## config.mk

```make
export PLATFORM = sky130hd
export DESIGN_NAME = boot_byte_loader
export DESIGN_NICKNAME = d
export VERILOG_FILES = /design/src/rtl/boot_loader_pkg.sv /design/src/rtl/boot_wait_timer.sv /design/src/rtl/boot_byte_packer.sv /design/src/rtl/boot_seq_ctrl.sv /design/src/rtl/boot_byte_loader.sv
export SDC_FILE = /design/constraint.sdc
export NUM_CORES = 1
export LEC_CHECK = 0
export BUFFER_PORTS_ARGS = -buffer_cell sky130_fd_sc_hd__buf_2
export CAP_MARGIN = 20
export CELL_PAD_IN_SITES_DETAIL_PLACEMENT = 0
export CELL_PAD_IN_SITES_GLOBAL_PLACEMENT = 2
export CORE_MARGIN = 4
export CORE_UTILIZATION = 30
export CTS_BUF_LIST = sky130_fd_sc_hd__clkbuf_4
export DETAILED_ROUTE_END_ITERATION = 12
export GPL_ROUTABILITY_DRIVEN = 1
export PLACE_DENSITY_LB_ADDON = 0.1
export SYNTH_ARGS = -nofsm -noshare
export SYNTH_HDL_FRONTEND = slang
export SYNTH_SLANG_ARGS = --single-unit
```

## constraint.sdc

```tcl
create_clock -name clk -period 2.77 [get_ports clk]
set_clock_uncertainty 0.2 [all_clocks]
set_input_delay 0.4155 -clock clk [delete_from_list [all_inputs] [get_ports clk]]
set_output_delay 0.4155 -clock clk [all_outputs]
set_load 0.005 [all_outputs]
```

## src/rtl/boot_loader_pkg.sv

```systemverilog
// Shared types for the byte-wide boot loader.
package boot_loader_pkg;
    // Loader phase: idle, reading the count, reading the load address, copying words
    typedef enum logic [1:0] {
        LD_IDLE   = 2'd0,
        LD_COUNT  = 2'd1,
        LD_ORIGIN = 2'd2,
        LD_IMAGE  = 2'd3
    } ld_state_e;
endpackage

```

## src/rtl/boot_wait_timer.sv

```systemverilog
// Wait-state timer. While run_i is high it counts cycles and fires
// sample_o in the cycle after WAIT_STATES full wait cycles. Then it restarts.
// Assumes run_i is low between loads, which clears the count.
module boot_wait_timer #(
    parameter int WAIT_STATES = 31
) (
    input  logic clk,
    input  logic rst_n,
    input  logic run_i,
    output logic sample_o
);
    localparam int CW = $clog2(WAIT_STATES + 2);
    localparam logic [CW-1:0] LAST = CW'(WAIT_STATES);

    logic [CW-1:0] cnt_q;

    assign sample_o = run_i && (cnt_q == LAST);

    // Advance the per-access cycle count, wrapping after the sample cycle
    always_ff @(posedge clk) begin
        if (!rst_n || !run_i) begin
            cnt_q <= '0;
        end else if (sample_o) begin
            cnt_q <= '0;
        end else begin
            cnt_q <= cnt_q + 1'b1;
        end
    end
endmodule

```

## src/rtl/boot_byte_packer.sv

```systemverilog
// Byte packer. It gathers BYTES_PER_WORD sampled bytes, low byte first.
// word_ready_o fires in the cycle the final byte is sampled, and word_o
// then holds the full word. clear_i returns the packer to the first lane.
module boot_byte_packer #(
    parameter int BYTE_W = 8,
    parameter int WORD_W = 24
) (
    input  logic              clk,
    input  logic              rst_n,
    input  logic              clear_i,
    input  logic              sample_i,
    input  logic [BYTE_W-1:0] byte_i,
    output logic              word_ready_o,
    output logic [WORD_W-1:0] word_o
);
    localparam int NB = WORD_W / BYTE_W;
    localparam int LW = (NB > 1) ? $clog2(NB) : 1;
    localparam logic [LW-1:0] LAST_LANE = LW'(NB - 1);

    logic [LW-1:0]              lane_q;
    logic [WORD_W-BYTE_W-1:0]   low_q;

    assign word_ready_o = sample_i && (lane_q == LAST_LANE);
    assign word_o       = {byte_i, low_q};

    // Track which byte lane the next sample fills
    always_ff @(posedge clk) begin
        if (!rst_n || clear_i) begin
            lane_q <= '0;
        end else if (sample_i) begin
            lane_q <= (lane_q == LAST_LANE) ? '0 : lane_q + 1'b1;
        end
    end

    // Hold the lower lanes of the word being assembled
    generate
        for (genvar g = 0; g < NB - 1; g++) begin : g_lane
            always_ff @(posedge clk) begin
                if (!rst_n) begin
                    low_q[g*BYTE_W +: BYTE_W] <= '0;
                end else if (sample_i && lane_q == LW'(g)) begin
                    low_q[g*BYTE_W +: BYTE_W] <= byte_i;
                end
            end
        end
    endgenerate
endmodule

```

## src/rtl/boot_seq_ctrl.sv

```systemverilog
// Sequencer. It walks through the count, load-address and image phases,
// steps the external byte address on every sample, registers RAM writes,
// and raises done with the entry address when the last word lands.
// Assumes word_ready_i is a one-cycle strobe aligned with sample_i.
module boot_seq_ctrl
    import boot_loader_pkg::*;
#(
    parameter int EXT_AW = 18,
    parameter int WORD_W = 24
) (
    input  logic              clk,
    input  logic              rst_n,
    input  logic              start_i,
    input  logic              sample_i,
    input  logic              word_ready_i,
    input  logic [WORD_W-1:0] word_i,
    output logic              busy_o,
    output logic [EXT_AW-1:0] ext_addr_o,
    output logic              pram_we_o,
    output logic [WORD_W-1:0] pram_addr_o,
    output logic [WORD_W-1:0] pram_wdata_o,
    output logic              done_o,
    output logic [WORD_W-1:0] entry_addr_o
);
    ld_state_e          state_q;
    logic [EXT_AW-1:0]  addr_q;
    logic [WORD_W-1:0]  remain_q;
    logic [WORD_W-1:0]  origin_q;
    logic [WORD_W-1:0]  wptr_q;

    assign busy_o       = (state_q != LD_IDLE);
    assign ext_addr_o   = addr_q;
    assign entry_addr_o = origin_q;

    // External byte address: restart at zero on start, step after each sample
    always_ff @(posedge clk) begin
        if (!rst_n) begin
            addr_q <= '0;
        end else if (state_q == LD_IDLE && start_i) begin
            addr_q <= '0;
        end else if (sample_i) begin
            addr_q <= addr_q + 1'b1;
        end
    end

    // Phase control, header capture, word counting and write pointer
    always_ff @(posedge clk) begin
        if (!rst_n) begin
            state_q      <= LD_IDLE;
            remain_q     <= '0;
            origin_q     <= '0;
            wptr_q       <= '0;
            pram_we_o    <= 1'b0;
            pram_addr_o  <= '0;
            pram_wdata_o <= '0;
            done_o       <= 1'b0;
        end else begin
            pram_we_o <= 1'b0;
            done_o    <= 1'b0;
            case (state_q)
                LD_IDLE: begin
                    if (start_i) state_q <= LD_COUNT;
                end
                LD_COUNT: begin
                    if (word_ready_i) begin
                        remain_q <= word_i;
                        state_q  <= LD_ORIGIN;
                    end
                end
                LD_ORIGIN: begin
                    if (word_ready_i) begin
                        origin_q <= word_i;
                        wptr_q   <= word_i;
                        if (remain_q == '0) begin
                            done_o  <= 1'b1;
                            state_q <= LD_IDLE;
                        end else begin
                            state_q <= LD_IMAGE;
                        end
                    end
                end
                LD_IMAGE: begin
                    if (word_ready_i) begin
                        pram_we_o    <= 1'b1;
                        pram_addr_o  <= wptr_q;
                        pram_wdata_o <= word_i;
                        wptr_q       <= wptr_q + 1'b1;
                        remain_q     <= remain_q - 1'b1;
                        if (remain_q == WORD_W'(1)) begin
                            done_o  <= 1'b1;
                            state_q <= LD_IDLE;
                        end
                    end
                end
                default: state_q <= LD_IDLE;
            endcase
        end
    end
endmodule

```

## src/rtl/boot_byte_loader.sv

```systemverilog
// Top of the byte-wide boot loader. It ties the wait timer, byte packer
// and sequencer together. Only the low BYTE_W data lines feed the packer.
// Assumes the external memory returns stable data by the sample cycle.
module boot_byte_loader #(
    parameter int EXT_AW      = 18,
    parameter int EXT_DW      = 24,
    parameter int BYTE_W      = 8,
    parameter int WORD_W      = 24,
    parameter int WAIT_STATES = 31
) (
    input  logic              clk,
    input  logic              rst_n,
    input  logic              start_i,
    output logic [EXT_AW-1:0] ext_addr_o,
    output logic              ext_rd_o,
    input  logic [EXT_DW-1:0] ext_data_i,
    output logic              pram_we_o,
    output logic [WORD_W-1:0] pram_addr_o,
    output logic [WORD_W-1:0] pram_wdata_o,
    output logic              busy_o,
    output logic              done_o,
    output logic [WORD_W-1:0] entry_addr_o
);
    logic              sample;
    logic              word_ready;
    logic [WORD_W-1:0] word;
    logic              busy;
    logic              unused_hi;

    assign unused_hi = ^ext_data_i[EXT_DW-1:BYTE_W];
    assign busy_o    = busy;
    assign ext_rd_o  = busy;

    boot_wait_timer #(.WAIT_STATES(WAIT_STATES)) u_timer (
        .clk      (clk),
        .rst_n    (rst_n),
        .run_i    (busy),
        .sample_o (sample)
    );

    boot_byte_packer #(.BYTE_W(BYTE_W), .WORD_W(WORD_W)) u_packer (
        .clk          (clk),
        .rst_n        (rst_n),
        .clear_i      (!busy),
        .sample_i     (sample),
        .byte_i       (ext_data_i[BYTE_W-1:0]),
        .word_ready_o (word_ready),
        .word_o       (word)
    );

    boot_seq_ctrl #(.EXT_AW(EXT_AW), .WORD_W(WORD_W)) u_seq (
        .clk          (clk),
        .rst_n        (rst_n),
        .start_i      (start_i),
        .sample_i     (sample),
        .word_ready_i (word_ready),
        .word_i       (word),
        .busy_o       (busy),
        .ext_addr_o   (ext_addr_o),
        .pram_we_o    (pram_we_o),
        .pram_addr_o  (pram_addr_o),
        .pram_wdata_o (pram_wdata_o),
        .done_o       (done_o),
        .entry_addr_o (entry_addr_o)
    );
endmodule

```

==> summary.txt <==
Status
  • Status: completed

Power and ir drop
  • Net switching power: 1.05 mW
  • Worst vdd ir: 177 uV
  • Pwr Density: 463 mW/mm2
  • Int Pwr: 2.97 mW
  • Combinational power share: 3.3%
  • Clock share of power: 37.1%
  • Reg power frac: 59.6%
  • Sw frac: 26.2%
  • Leakage: 3.32 nW

STA
  • Max Slew Vio Count: 0
  • Tmin final: 2500 ps
  • Final setup fails: 0
  • Final Hold Viols: 0
  • Slew HR: 58.9%
  • Maximum clock frequency: 400 MHz
  • RSZ-0062 raised after global routing: no
  • Post-Route Setup TNS: 0 ps
  • Slew @ Worst Pin: 615 ps
  • Final worst-path cycle share: 90.3%

Critical path
  • Critical-path cell list: or4_4, or3_1, or3_4, or4_1, o211ai_1
  • CP Launch Type: register
  • Worst Path Arrival: 2790 ps
  • Max incr delay on CP: 570 ps
  • Worst path slowest cell: or4_4
  • Crit path required time: 3060 ps
  • CP Capture Type: register
  • Max FO, Critical Path: 6
  • Worst setup path category: register to register

Floorplanning
  • Chip height: 164 um
  • Core footprint: 0.0238 mm2
  • Ports: 121
  • Initial cell density of the core: 30.8%
  • Die X: 164 um
  • Row count: 56
  • Die area: 0.0269 mm2

GRT
  • Vias in the first global route: 6738
  • Initial antenna violation count: 1
  • Met2 Usage GRT: 28.6%
  • Total gr overflow: 0
  • Largest net degree at the start of global routing: 99
  • Grt peak-use layer: met2
  • Met3 usage: 4.14%
  • First-pass GRT wire length: 39000 um
  • Gr usage total: 18.7%
  • GRT met1 Usage: 26.9%

Routing
  • DR vias: 7030
  • Post-DR vias/cell: 5.11
  • Drc violations: 0
  • 1st-iter DRT viols: 474
  • WL/cell: 18.2 um
  • Pre-Repair DR Iteration Count: 5
  • Post-route ant nets: 0
  • Final wirelength: 25000 um

Logic synthesis
  • Top_reg_cell synth: dfxtp_1
  • Syn nets: 974
  • Top post-synthesis cells by area: dfxtp_1 45%, nand2_1 11%, a21oi_1 7.9%
  • Avg Cell Area, Syn: 7.76 um2
  • Most common cell in the netlist: nand2_1
  • Synth cell types: 68
  • Synth top area share: 45.4%
  • Yosys reg bits: 166
  • Yosys warning count: 0
  • Post-synthesis cell area: 0.00731 mm2
  • Yosys top cell by area: dfxtp_1
  • Number of synthesized flops with an enable pin: 0
  • Asr flop ratio synth: 0%
  • Seq/Total Area, Yosys: 45.4%
  • Synthesized instance count: 942
  • Commonest cells in the netlist: 224 x nand2_1, 166 x dfxtp_1, 115 x a21oi_1

Place
  • DP HPWL: 16900 um
  • I/O Buffers: 104
  • GPL Wtd Cong: 0.731

Clocking
  • Clk Latency, worst-skew pair: 570 ps
  • Clock sinks: 166
  • CTS Buf Count: 17
  • Post-CTS Setup Bufs: 0
  • Worst-path clk slew: 150 ps
  • Hold_buf cts: 9
  • CTS resizes: 0
  • CTS tree: yes
  • Clock buffer depth: 2
  • H-tree levels: 4
  • Clk root buf: clkbuf_4

Layout
  • Layout net count: 1075
  • Fill count: 2577
  • FF/Latch Area: 0.00332 mm2
  • Core Util, Final: 36.5%
  • Share of post-route cells with drive strength above 1: 17.9%
  • Area of the multi-input gates: 0.00369 mm2
  • Layout Area Growth over Synthesis: 18.6%

Flow run
  • MaxCap Viol Count: 0

Hold path
  • HP Class: input pin to register
through the flow:
step / std cells / instance area, um2 / hold slack [ps] / setup slack (ps) / power (mW)
3_5_place_dp: 1334 / 8300 / 240 / 290 / 2.57
6_report: 1376 / 8680 / 114 / 270 / 4.02
3_3_place_gp: 1334 / 8300 / 237 / 275 / 2.57
4_1_cts: 1374 / 8670 / 57.8 / 282 / 4.10
5_1_grt: 1376 / 8680 / 111 / 198 / 4.18
2_1_floorplan: 942 / 7310 / 218 / 169 / 2.51
registers in the layout, summed over array words and instances, names as in the netlist:
| register | count |
|---|---|
| u_seq.remain_q | 24 |
| u_seq.pram_addr_o | 24 |
| u_seq.wptr_q | 24 |
| u_timer.cnt_q | 6 |
| u_seq.state_q | 2 |
| u_seq.entry_addr_o | 24 |
| u_packer.lane_q | 2 |
| u_packer.word_o | 16 |
| u_seq.ext_addr_o | 18 |
| u_seq.done_o | 1 |
| u_seq.pram_we_o | 1 |
| u_seq.pram_wdata_o | 24 |
layout make-up:
class,instances,share of cell area [%]
Antenna cell,2,0.0577
Clock buffer,17,1.47
Clock inverter,14,1.72
Inverter,12,0.519
Multi-Input combinational cell,695,42.6
Sequential cell,166,38.3
Tap cell,319,4.60
Timing Repair Buffer,151,10.8
path summary, 6_finish.rpt:
check | from | to | slack, ps | cells past startpoint
max | u_seq.remain_q[12]$_SDFFE_PN0P_ | u_seq.remain_q[22]$_SDFFE_PN0P_ | 270 | 5
min | start_i | u_seq.state_q[0]$_SDFFE_PN0P_ | 110 | 4
max reg2reg | u_seq.remain_q[12]$_SDFFE_PN0P_ | u_seq.remain_q[22]$_SDFFE_PN0P_ | 270 | 5
min reg2reg | u_seq.entry_addr_o[2]$_SDFFE_PN0P_ | u_seq.entry_addr_o[2]$_SDFFE_PN0P_ | 250 | 2
critical path, delay by kind of cell, from the launching register on:
family | cells | cell delay [ps]
compound gates | 1 | 100
flops | 1 | 340
simple gates | 4 | 1810
layer usage:
layer / wire (um) / up-vias / part of all wire [%]
li1: - / 3523 / -
met1: 12500 / 3326 / 50
met2: 11000 / 168 / 44
met3: 1260 / 13 / 5.1
met4: 263 / 0 / 1.1
met5: 0 / - / 0
logic make-up (layout without fill, tap and decap cells):
family          count (synthesis)  in the layout  share of synthesized area, %
buf+inv                        81            194                          4.33
flops                         166            166                          45.4
other cells                     0              2                             0
mux                             5              5                         0.701
simple gates                  421            421                          26.4
compound gates                244            244                          19.9
fa+ha+maj                       5              5                         0.855
xor+xnor                       20             20                          2.40
placed cells by master, fill, tap and decap left out, drive strengths merged, types with 17 or more instances in the layout:
cell / instances
dfxtp: 166
nand2: 224
nor3: 17
nand4: 21
a21oi: 115
clkbuf: 17
buf: 142
nand3: 40
nor2: 54
o21ai: 54
power groups by stage:
stage	Sequential (mW)	Combinational [mW]	Clock [mW]
3_5_place_dp	2.45	0.127	0
4_1_cts	2.40	0.137	1.56
3_3_place_gp	2.45	0.128	0
2_1_floorplan	2.44	0.0679	0
6_report	2.39	0.134	1.49
5_1_grt	2.40	0.147	1.64
No activity file was read; power rests on OpenSTA's default activity.
